[src/rtl/hall_commutator.sv]
module hall_commutator #(
  parameter int DEAD_CYC  = 200,
  parameter int CTL_FILT  = 200,
  parameter int HALL_FILT = 400
) (
  input  logic       clk,
  input  logic       rst_n,
  input  logic [2:0] hall_in,
  input  logic       dir_in,
  input  logic       brake_n_in,
  input  logic       fault_in,
  input  logic       src_en,
  input  logic       sync_rect_req,
  input  logic       ovp_in,
  output logic [2:0] gate_hi,
  output logic [2:0] gate_lo
);
  localparam int TW = $clog2(DEAD_CYC + 1);
  localparam int HW = $clog2(HALL_FILT + 1);
  localparam int CW = $clog2(CTL_FILT + 1);

  typedef enum logic [1:0] {L_OFF, L_HI, L_LO} leg_t;

  logic [4:0] s1, s2;
  logic [1:0] boot;
  logic       ready;
  assign ready = (boot == 2'd3);

  always_ff @(posedge clk or negedge rst_n)
    if (!rst_n) begin
      s1   <= '0;
      s2   <= '0;
      boot <= '0;
    end else begin
      s1 <= {brake_n_in, dir_in, hall_in};
      s2 <= s1;
      if (!ready) boot <= boot + 2'd1;
    end

  logic [2:0]    hall_f;
  logic [HW-1:0] hall_cnt;

  always_ff @(posedge clk or negedge rst_n)
    if (!rst_n) begin
      hall_f   <= '0;
      hall_cnt <= '0;
    end else if (boot == 2'd2) begin
      hall_f   <= s2[2:0];
      hall_cnt <= '0;
    end else if (s2[2:0] == hall_f) begin
      hall_cnt <= '0;
    end else if (hall_cnt == HW'(HALL_FILT - 1)) begin
      hall_f   <= s2[2:0];
      hall_cnt <= '0;
    end else begin
      hall_cnt <= hall_cnt + 1'b1;
    end

  logic [1:0] ctl_f;
  for (genvar g = 0; g < 2; g++) begin : g_ctl
    logic [CW-1:0] cnt;
    always_ff @(posedge clk or negedge rst_n)
      if (!rst_n) begin
        ctl_f[g] <= 1'b0;
        cnt      <= '0;
      end else if (boot == 2'd2) begin
        ctl_f[g] <= s2[3+g];
        cnt      <= '0;
      end else if (s2[3+g] == ctl_f[g]) begin
        cnt <= '0;
      end else if (cnt == CW'(CTL_FILT - 1)) begin
        ctl_f[g] <= s2[3+g];
        cnt      <= '0;
      end else begin
        cnt <= cnt + 1'b1;
      end
  end

  logic dir_f, brk_f;
  assign dir_f = ctl_f[0];
  assign brk_f = ctl_f[1];

  logic [2:0] fw_hi, fw_lo, hi_sel, lo_sel;
  always_comb begin
    case (hall_f)
      3'b001:  begin fw_hi = 3'b001; fw_lo = 3'b010; end
      3'b011:  begin fw_hi = 3'b001; fw_lo = 3'b100; end
      3'b010:  begin fw_hi = 3'b010; fw_lo = 3'b100; end
      3'b110:  begin fw_hi = 3'b010; fw_lo = 3'b001; end
      3'b100:  begin fw_hi = 3'b100; fw_lo = 3'b001; end
      3'b101:  begin fw_hi = 3'b100; fw_lo = 3'b010; end
      default: begin fw_hi = 3'b000; fw_lo = 3'b000; end
    endcase
  end
  assign hi_sel = dir_f ? fw_hi : fw_lo;
  assign lo_sel = dir_f ? fw_lo : fw_hi;

  logic rect_ok;
  assign rect_ok = sync_rect_req && !ovp_in;

  leg_t tgt [3];
  always_comb
    for (int i = 0; i < 3; i++) begin
      if (!ready || fault_in)  tgt[i] = L_OFF;
      else if (!brk_f)         tgt[i] = L_LO;
      else if (hi_sel[i])      tgt[i] = src_en ? L_HI : (rect_ok ? L_LO : L_OFF);
      else if (lo_sel[i])      tgt[i] = L_LO;
      else                     tgt[i] = L_OFF;
    end

  for (genvar i = 0; i < 3; i++) begin : g_leg
    leg_t          tgt_q, last, cur;
    logic [TW-1:0] cnt;
    logic          on_hi, on_lo;

    assign cur = on_hi ? L_HI : (on_lo ? L_LO : L_OFF);

    always_ff @(posedge clk or negedge rst_n)
      if (!rst_n) begin
        on_hi <= 1'b0;
        on_lo <= 1'b0;
        cnt   <= '0;
        last  <= L_OFF;
        tgt_q <= L_OFF;
      end else begin
        tgt_q <= tgt[i];
        if (cur != L_OFF) begin
          if (tgt[i] != cur) begin
            on_hi <= 1'b0;
            on_lo <= 1'b0;
            cnt   <= TW'(DEAD_CYC);
            last  <= cur;
          end
        end else if (tgt[i] == L_OFF) begin
          if (cnt != '0) cnt <= cnt - 1'b1;
        end else if (tgt[i] == last) begin
          on_hi <= (tgt[i] == L_HI);
          on_lo <= (tgt[i] == L_LO);
        end else if (tgt[i] != tgt_q && cnt != '0) begin
          cnt <= TW'(DEAD_CYC);
        end else if (cnt == '0) begin
          on_hi <= (tgt[i] == L_HI);
          on_lo <= (tgt[i] == L_LO);
        end else begin
          cnt <= cnt - 1'b1;
        end
      end

    assign gate_hi[i] = on_hi;
    assign gate_lo[i] = on_lo;
  end
endmodule

[config.mk]
export PLATFORM = sky130hd
export DESIGN_NAME = hall_commutator
export DESIGN_NICKNAME = d
export VERILOG_FILES = /design/src/rtl/hall_commutator.sv
export SDC_FILE = /design/constraint.sdc
export NUM_CORES = 1
export LEC_CHECK = 0
export BUFFER_PORTS_ARGS = -buffer_cell sky130_fd_sc_hd__buf_2
export CAP_MARGIN = 20
export CELL_PAD_IN_SITES_DETAIL_PLACEMENT = 1
export CELL_PAD_IN_SITES_GLOBAL_PLACEMENT = 2
export CORE_MARGIN = 3
export CORE_UTILIZATION = 35
export DETAILED_ROUTE_END_ITERATION = 8
export PLACE_DENSITY_LB_ADDON = 0.1
export SYNTH_ARGS = -nofsm -noshare
export SYNTH_HDL_FRONTEND = slang
export SYNTH_SLANG_ARGS = --single-unit
[constraint.sdc]
create_clock -name clk -period 3.05 [get_ports clk]
set_input_delay 0.1525 -clock clk [delete_from_list [all_inputs] [get_ports clk]]
set_output_delay 0.1525 -clock clk [all_outputs]
set_load 0.02 [all_outputs]
==> metrics.yaml, run 1 <==
syn_inst: 450
place_congestion: 0.793
switchingPower_mw: 1.13
grt-ovfl-total: 0
multi_input_area_um2: 2040
hp-class: "in2reg"
drive_gt1_share_pct: 10.3
power_density_nw_per_um2: 708
instances_no_fill: 639
rsz0062_at_grt: "false"
critPathRequiredTime_ps: 3320
crit_top_cell: "and2_1"
dieWidth_um: 117
end_kind: "register"
criticalPathCategory: "reg2reg"
dp_cells: 619
async_flop_share_pct: 100
grt_use_met1_pct: 20.6
fin_nets: 494
vdd_drop_max_uv: 330
hold_viol_final: 0
cp-startpoint: "boot[0]"
start_util_pct: 36.8
synth.distinct_cells: 59
fp.dieH_um: 117
path_clk_slew_ps: 60
io_pins: 17
path_buf_inv: 1
final_cell_mix: "dfrtp_1, nor2_1, nand2_1"
grt_max_degree: 56
pwr-share-comb_pct: 26.2
path_cells: "ha_1 > or3b_1 > and2_1 > mux2_4 > a311oi_2 > buf_4 > and2_1 > a22o_1"
r2r_end: "g_leg[2].cnt[2]"
syn_area_um2: 4330
reg2reg_depth: 8
grtUsageMet3_pct: 4.32
crit_family: "simple AND/OR/NAND/NOR gates"
synth_enable_flop_cells: 0
rrSetupSlack_ps: 320
p_seq_share_pct: 43.9
outcome: "complete, no violations"
arrival_ps: 3000
diodes: 0
wl_per_cell_um: 14.8
finalSetupTns_ps: 0
cts_tree: "yes"
maxSlewViolCount: 0
routed_wl_um: 9470
drc: 0
vias: 3310
max_freq_mhz: 367
ys_seq_area_share_pct: 48.6
met2_usage_pct: 25.5
p_sw_share_pct: 32.5
ant_nets: 0
hpwl_um: 6900
setup_viol: 0
gr-max-usage-layer: "met2"
post-cts-setup-buffers: 0
grt_use_total_pct: 15.7
avgSynthCellArea_um2: 9.62
num_rows: 39
critPathMaxStageDelay_ps: 510
syn2layout_area_growth_pct: 13.1
p_int_mw: 2.34
port_buffers: 16
firstDrtPassIters: 4
crit_end: "g_leg[2].cnt[2]"
grt_first_pass_wirelength_um: 17100
mostFrequentLayoutCell: "dfrtp_1"
nFillCells: 1336
cts_buffers: 9
leakage_nw: 2.21
ys_ff_latch: 84
drv_cap: 0
yosys_warnings: 0
period_needed_ps: 2730
clkPwrFrac_pct: 29.9
worst-path-stages: 8
h-tree-depth: 3
die_area_um2: 13700
cts.path.max_buffers: 2
drtIter0Drc: 88
slowest_stage: "or3b_1"
slew_headroom_pct: 46.1
clk_latency_ps: 340
clock_sinks: 84
antenna_found_initial: 0
r2r_start: "boot[0]"
avgViaCountPerCell: 5.18
fin_skew_ps: 4.90
regArea_um2: 2100
synthFlopType: "dfrtp_1"
critPathMaxFanout: 12
synth_fp_nets: 472
startpoint_type: "register"
fp.coreArea_um2: 11800
worst_pin_slew_ps: 803
grt_pass1_vias: 3519
cts_root_buf: "clkbuf_16"
min_period_over_period_pct: 89.4
==> stage by stage <==
stage	power, mW	worst slack (ps)	hold WS [ps]	util (%)	cell area, µm²
finish	3.46	323	334	41.6	4890
global placement	2.42	381	255	38.7	4560
detailed placement	2.45	283	262	38.7	4560
floorplan	2.19	619	-143	-	4330
CTS	3.53	257	333	41.6	4890
global route	3.75	73.9	350	41.6	4890
==> flip-flops by register name, indices dropped and copies added (netlist names) <==
signal and cells:
g_ctl.cnt 16, g_leg.tgt_q 6, dir_f 1, g_leg.on_lo 3, boot 2, g_leg.last 6
s1 5, hall_f 3, g_leg.cnt 24, hall_cnt 9, g_leg.on_hi 3, brk_f 1
s2 5
==> worst min-delay path by stage <==
stage                  start                 to  depth (start not counted)
CTS                 fault_in  g_leg[2].tgt_q[0]                          4
global placement       rst_n        hall_cnt[8]                          1
floorplan              rst_n            boot[0]                          0
finish              fault_in  g_leg[2].tgt_q[0]                          4
detailed placement     rst_n        hall_cnt[7]                          1
global route           s1[1]              s2[1]                          0
==> kinds of logic after synthesis <==
group,count (synthesis),share of synthesized area [%]
muxes,7,1.88
adders and majority gates,11,3.18
DFF,84,48.6
buffers and inverters,38,4.42
xor gates and xnor gates,31,6.27
and+or+nand+nor,183,21.1
AOI/OAI and AO/OA,96,14.6
==> area by class of cell <==
type / count / area share (%)
clock buffers: 11 / 4.76
clock inverters: 3 / 0.818
inverters: 19 / 1.46
multi-input cells: 328 / 41.7
flip-flops and latches: 84 / 43.0
well taps: 164 / 4.19
repair buffers: 30 / 4.14
==> power groups by stage <==
stage	registers, mW	logic (mW)	clock network, mW
2_1_floorplan	1.48	0.716	0
3_3_place_gp	1.53	0.891	0
3_5_place_dp	1.54	0.913	0
4_1_cts	1.52	0.921	1.09
5_1_grt	1.56	1.06	1.14
6_report	1.52	0.906	1.04
==> routing by layer <==
metal | up-vias | part of all wire [%]
met1 | 1654 | 49
met5 | - | 0
li1 | 1623 | -
met3 | 8 | 2.5
met4 | 0 | 1.2
met2 | 25 | 47
==> cell usage after synthesis, types with 4 or more instances <==
library cell  number  share of area (%)
dfrtp_1           84                 49
nor2_1            54                4.7
nand2_1           35                3.0
a21oi_1           23                2.7
nand3_1           22                2.5
xor2_1            21                4.2
o21ai_0           18                2.1
inv_1             17                1.5
nor3_1            12                1.4
and3_1            11                1.6
ha_1              11                3.2
xnor2_1           10                2.0
a31oi_1            9                1.3
nand2b_1           8                1.2
buf_4              7                1.2
nor4_1             7                1.0
o21ai_1            7               0.81
and2_1             6               0.87
buf_2              6               0.69
a22o_1             5                1.0
mux2_2             5                1.3
o21a_1             5               0.87
clkbuf_1           4               0.35
nor2b_1            4               0.58
or3_1              4               0.58
==> worst min-delay path: stages <==
cell and delay, ps:
buf_2 110, nand4b_1 130, a21oi_1 50, buf_4 170
==> repair_timing <==
| action | 4_1_cts | 5_1_grt |
|---|---|---|
| hold buffers | 6 | 0 |
| endpoints found under the hold margin | 58 | 0 |
| resized for setup | 0 | 1 |
| setup endpoints to repair | 0 | 1 |
Note: power is estimated with default switching activity, not from simulation.
==> run 2, diff against run 1 <==
- CORE_MARGIN: 3 -> 1
- RECOVER_POWER: not set -> 25
==> run 2 against run 1 <==
Compared with the run above:
- the run now ends with capacitance limit, slew limit left
- wire length down 1.1%
- via count is 1.7% lower
- sequential power hardly changed
- critical path type unchanged
- critical endpoint is now g_leg[2].cnt[7]
- largest cell class unchanged
==> metrics.yaml, run 2 (same netlist as run 1, synthesis figures left out) <==
outcome: "finished, violations left"
violations: "capacitance limit, slew limit"
top_register: "g_leg.cnt"
cts_buffers: 9
grt_use_total_pct: 16.1
firstDrtPassIters: 4
final_cell_mix: "dfrtp_1, nor2_1, nand2_1"
clock_sinks: 84
place_congestion: 0.760
gr-max-usage-layer: "met2"
pre_cts_ws_ps: 201
hold_path_depth: 4
reg2reg_depth: 9
die_area_um2: 12800
avgViaCountPerCell: 5.21
hold_start: "src_en"
maxSlewViolCount: 40
hpwl_um: 6680
met2_usage_pct: 25.1
routed_wl_um: 9370
arrival_ps: 2990
finalWorstSetupSlack_ps: 277
syn2layout_area_growth_pct: 13.9
leakage_nw: 2.23
rsz0062_at_grt: "false"
port_buffers: 16
vdd_drop_max_uv: 236
h-tree-depth: 3
fin_nets: 495
drive_gt1_share_pct: 10.9
critPathMaxFanout: 12
criticalPathCategory: "reg2reg"
min_period_over_period_pct: 90.9
instances_no_fill: 625
worst_pin_slew_ps: 2100
fin_skew_ps: 7.17
grt_pass1_vias: 3343
grt-ovfl-total: 0
clk_latency_ps: 340
dieWidth_um: 113
start_util_pct: 36.0
hp-class: "in2reg"
end_kind: "register"
largest_reg_flops: 24
grt_use_met1_pct: 22.4
critPathRequiredTime_ps: 3260
drv_cap: 1
ant_nets: 0
slew_headroom_pct: -40.2
drc: 0
cts.path.max_buffers: 2
grtUsageMet3_pct: 2.73
grt_max_degree: 40
drtIter0Drc: 96
mostFrequentLayoutCell: "dfrtp_1"
hold_end: "g_leg[2].tgt_q[0]"
power_density_nw_per_um2: 733
cts_root_buf: "clkbuf_16"
grt_first_pass_wirelength_um: 16400
wl_per_cell_um: 15.0
final_area_um2: 4930
cts_tree: "yes"
setup_viol: 0
fp.coreArea_um2: 12000
antenna_found_initial: 0
max_freq_mhz: 361
rrSetupSlack_ps: 280
power.total_mw: 3.62
placed_area_um2: 4540
r2r_end: "g_leg[2].cnt[7]"
r2r_start: "boot[0]"
io_pins: 17
period_needed_ps: 2770
path_clk_slew_ps: 60
startpoint_type: "register"
dp_cells: 603
finalSetupTns_ps: 0
hold_viol_final: 0
reg.largest.list: "g_leg.cnt x24, g_ctl.cnt x16, hall_cnt x9"
diodes: 0
num_rows: 40
vias: 3255
fp.dieH_um: 113
==> run 2: cell types whose count changed in the layout (fill, tap and decap cells not counted) <==
cell,before,now
clkinv_2,2,0
clkinv_4,0,2
bufinv_16,1,2
clkbuf_8,0,1
clkinvlp_4,0,1
==> run 2: how the worst max path moves through the flow <==
stage / slack [ps] / to / from
after floorplan: 620 / g_leg[2].cnt[4] / boot[0]
after detailed placement: 200 / g_leg[1].cnt[5] / boot[0]
after global routing: 60 / g_leg[0].cnt[2] / boot[0]
after global placement: 280 / g_leg[1].cnt[2] / boot[0]
final: 280 / g_leg[2].cnt[7] / boot[0]
after CTS: 180 / g_leg[1].cnt[5] / boot[0]
==> run 2: metal layers <==
layer	vias to the layer above	part of all wire [%]
li1	1633	-
met1	1587	51
met2	26	45
met3	9	1.8
met4	0	1.5
met5	-	0
==> run 2: stage by stage <==
stage,utilization [%],hold WS (ps)
final,41.1,332
after CTS,41.0,341
after global routing,41.1,362
after global placement,37.8,157
after floorplan,-,-143
after detailed placement,37.8,169
==> run 2: power breakdown <==
part           internal, mW  switching (mW)  total (mW)
sequential             1.32           0.201        1.52
combinational         0.391           0.507       0.898
clock                 0.743           0.454        1.20
total                  2.45            1.16        3.62
==> run 2: area by class of cell <==
type,count,area [µm²]
clock buffers,11,243
well taps,147,184
fillers,1373,7080
multi-input cells,328,2040
clock inverters,5,85.1
inverters,19,71.3
repair buffers,31,206
flip-flops and latches,84,2100
==> run 2: timing repair <==
item	CTS	global route
endpoints found under the hold margin	42	0
setup endpoints to repair	0	2
setup buffers	0	0
gates resized for setup	0	1
hold buffers	6	0
==> run 2: worst max-delay path, cell delays in order (launching register included) <==
cell,delay (ps)
dfrtp_1,380
ha_1,290
or3b_1,460
buf_4,200
and2_1,220
mux2_4,330
a311oi_2,180
buf_4,220
and2_1,250
a31oi_1,120
==> run 3, diff against run 2 <==
- CORE_UTILIZATION: 35 -> 40
==> run 3 against run 2 <==
Compared with the run above:
- the flow still finishes with violations (capacitance limit, slew limit)
- combinational power rose by 1%
- total power down 8.6%
- flip-flop and latch count did not move
- register-to-register slack better by 30 ps
- cell count decreased by 1.8%
- largest power group unchanged
- final area fell by 2.3%
- via count decreased by 0.15%
- wire length down 2.0%
- die area down 12%
- sequential power is essentially flat
- critical path type unchanged
- critical endpoint is now g_leg[2].cnt[4]
==> metrics.yaml, run 3 (same netlist as run 1, synthesis figures left out) <==
diodes: 0
grt_use_met1_pct: 24.6
grt_pass1_vias: 3454
top_register: "g_leg.cnt"
arrival_ps: 3000
multi_input_area_um2: 2050
wl_per_cell_um: 15.0
drive_gt1_share_pct: 10.7
nFillCells: 1224
hp-class: "in2reg"
path_buf_inv: 0
cts_tree: "yes"
antenna_found_initial: 0
instances_no_fill: 614
power_density_nw_per_um2: 686
period_needed_ps: 2750
ant_nets: 0
avgViaCountPerCell: 5.29
vias: 3250
drc: 0
setup_viol: 0
max_freq_mhz: 364
fin_nets: 495
hold_viol_final: 0
min_period_over_period_pct: 90.1
grt-ovfl-total: 0
drv_cap: 1
startpoint_type: "register"
critPathMaxFanout: 9
power.total_mw: 3.31
largest_reg_flops: 24
path_clk_slew_ps: 90
place_congestion: 0.758
worst_pin_slew_ps: 1790
io_pins: 17
critPathMaxStageDelay_ps: 540
grt_max_degree: 70
finalSetupTns_ps: 0
grt_use_total_pct: 18.4
grtUsageMet3_pct: 3.13
h-tree-depth: 3
regArea_um2: 2100
slew_headroom_pct: -19.3
firstDrtPassIters: 4
num_rows: 37
drtIter0Drc: 78
outcome: "finished, violations left"
final_cell_mix: "dfrtp_1, nor2_1, nand2_1"
slowest_stage: "or3b_1"
fin_util_pct: 46.3
leakage_nw: 2.18
clk_latency_ps: 360
criticalPathCategory: "reg2reg"
port_buffers: 16
dieWidth_um: 106
violations: "capacitance limit, slew limit"
cts_root_buf: "clkbuf_8"
cts_buffers: 9
reg.largest.list: "g_leg.cnt x24, g_ctl.cnt x16, hall_cnt x9"
crit_family: "simple AND/OR/NAND/NOR gates"
met2_usage_pct: 29.5
grt_first_pass_wirelength_um: 16300
fin_skew_ps: 9.35
clock_sinks: 84
end_kind: "register"
path_cells: "ha_1 > or3b_1 > and3_1 > o31ai_1 > a311oi_4 > and2_1 > a22o_1"
fp.coreArea_um2: 10400
gr-max-usage-layer: "met2"
cts.path.max_buffers: 2
dp_cells: 592
start_util_pct: 41.5
die_area_um2: 11200
critPathRequiredTime_ps: 3310
post-cts-setup-buffers: 0
syn2layout_area_growth_pct: 11.3
mostFrequentLayoutCell: "dfrtp_1"
rsz0062_at_grt: "false"
fp.dieH_um: 106
hpwl_um: 6590
routed_wl_um: 9180
vdd_drop_max_uv: 335
maxSlewViolCount: 70
[run 3: repair_timing]
item / CTS / global route
gates resized for setup: 0 / 2
endpoints found under the setup margin: 0 / 8
endpoints found under the hold margin: 72 / 0
hold buffers: 6 / 0
[run 3: tightest hold or removal path, cell delays in order]
cell and delay (ps):
buf_2 100, nand4b_1 140, a21o_1 170, nor2_1 70
[run 3: final cells by class]
class                           instances  area share [%]
Clock inverter                          4            1.51
Inverter                               19            1.48
Clock buffer                           12            3.01
Timing Repair Buffer                   31            4.28
Tap cell                              136            3.53
Multi-Input combinational cell        328            42.6
Sequential cell                        84            43.6
[run 3: final timing paths]
check / start / end / slack [ps] / cells after the start
max: boot[0] / g_leg[2].cnt[4] / 300 / 7
min: fault_in / g_leg[1].on_hi / 320 / 4
max reg2reg: boot[0] / g_leg[2].cnt[4] / 300 / 7
min reg2reg: s1[1] / s2[1] / 360 / 0
max in group asynchronous: rst_n / g_leg[1].last[1] / 1180 / 2
min in group asynchronous: rst_n / hall_cnt[7] / 790 / 2
[run 3: report_power, final]
part | total, mW | leakage [nW] | internal (mW) | switching [mW]
registers | 1.52 | 1.04 | 1.32 | 0.197
clock network | 0.883 | 0.107 | 0.483 | 0.400
logic | 0.907 | 1.04 | 0.397 | 0.509
total | 3.31 | 2.18 | 2.20 | 1.11
[run 3: through the flow]
stage               setup slack (ps)  instance area [µm²]  hold WS [ps]
CTS                              173                 4810           319
floorplan                        619                 4330          -143
finish                           303                 4820           320
global placement                 228                 4530           263
global route                    50.9                 4820           346
detailed placement               176                 4530           263
[run 3: metal layers]
layer	up-vias	part of all wire, %	routed length, µm
met4	0	1.4	126
met1	1590	52	4740
met5	-	0	0
li1	1624	-	-
met3	13	1.7	159
met2	23	45	4160
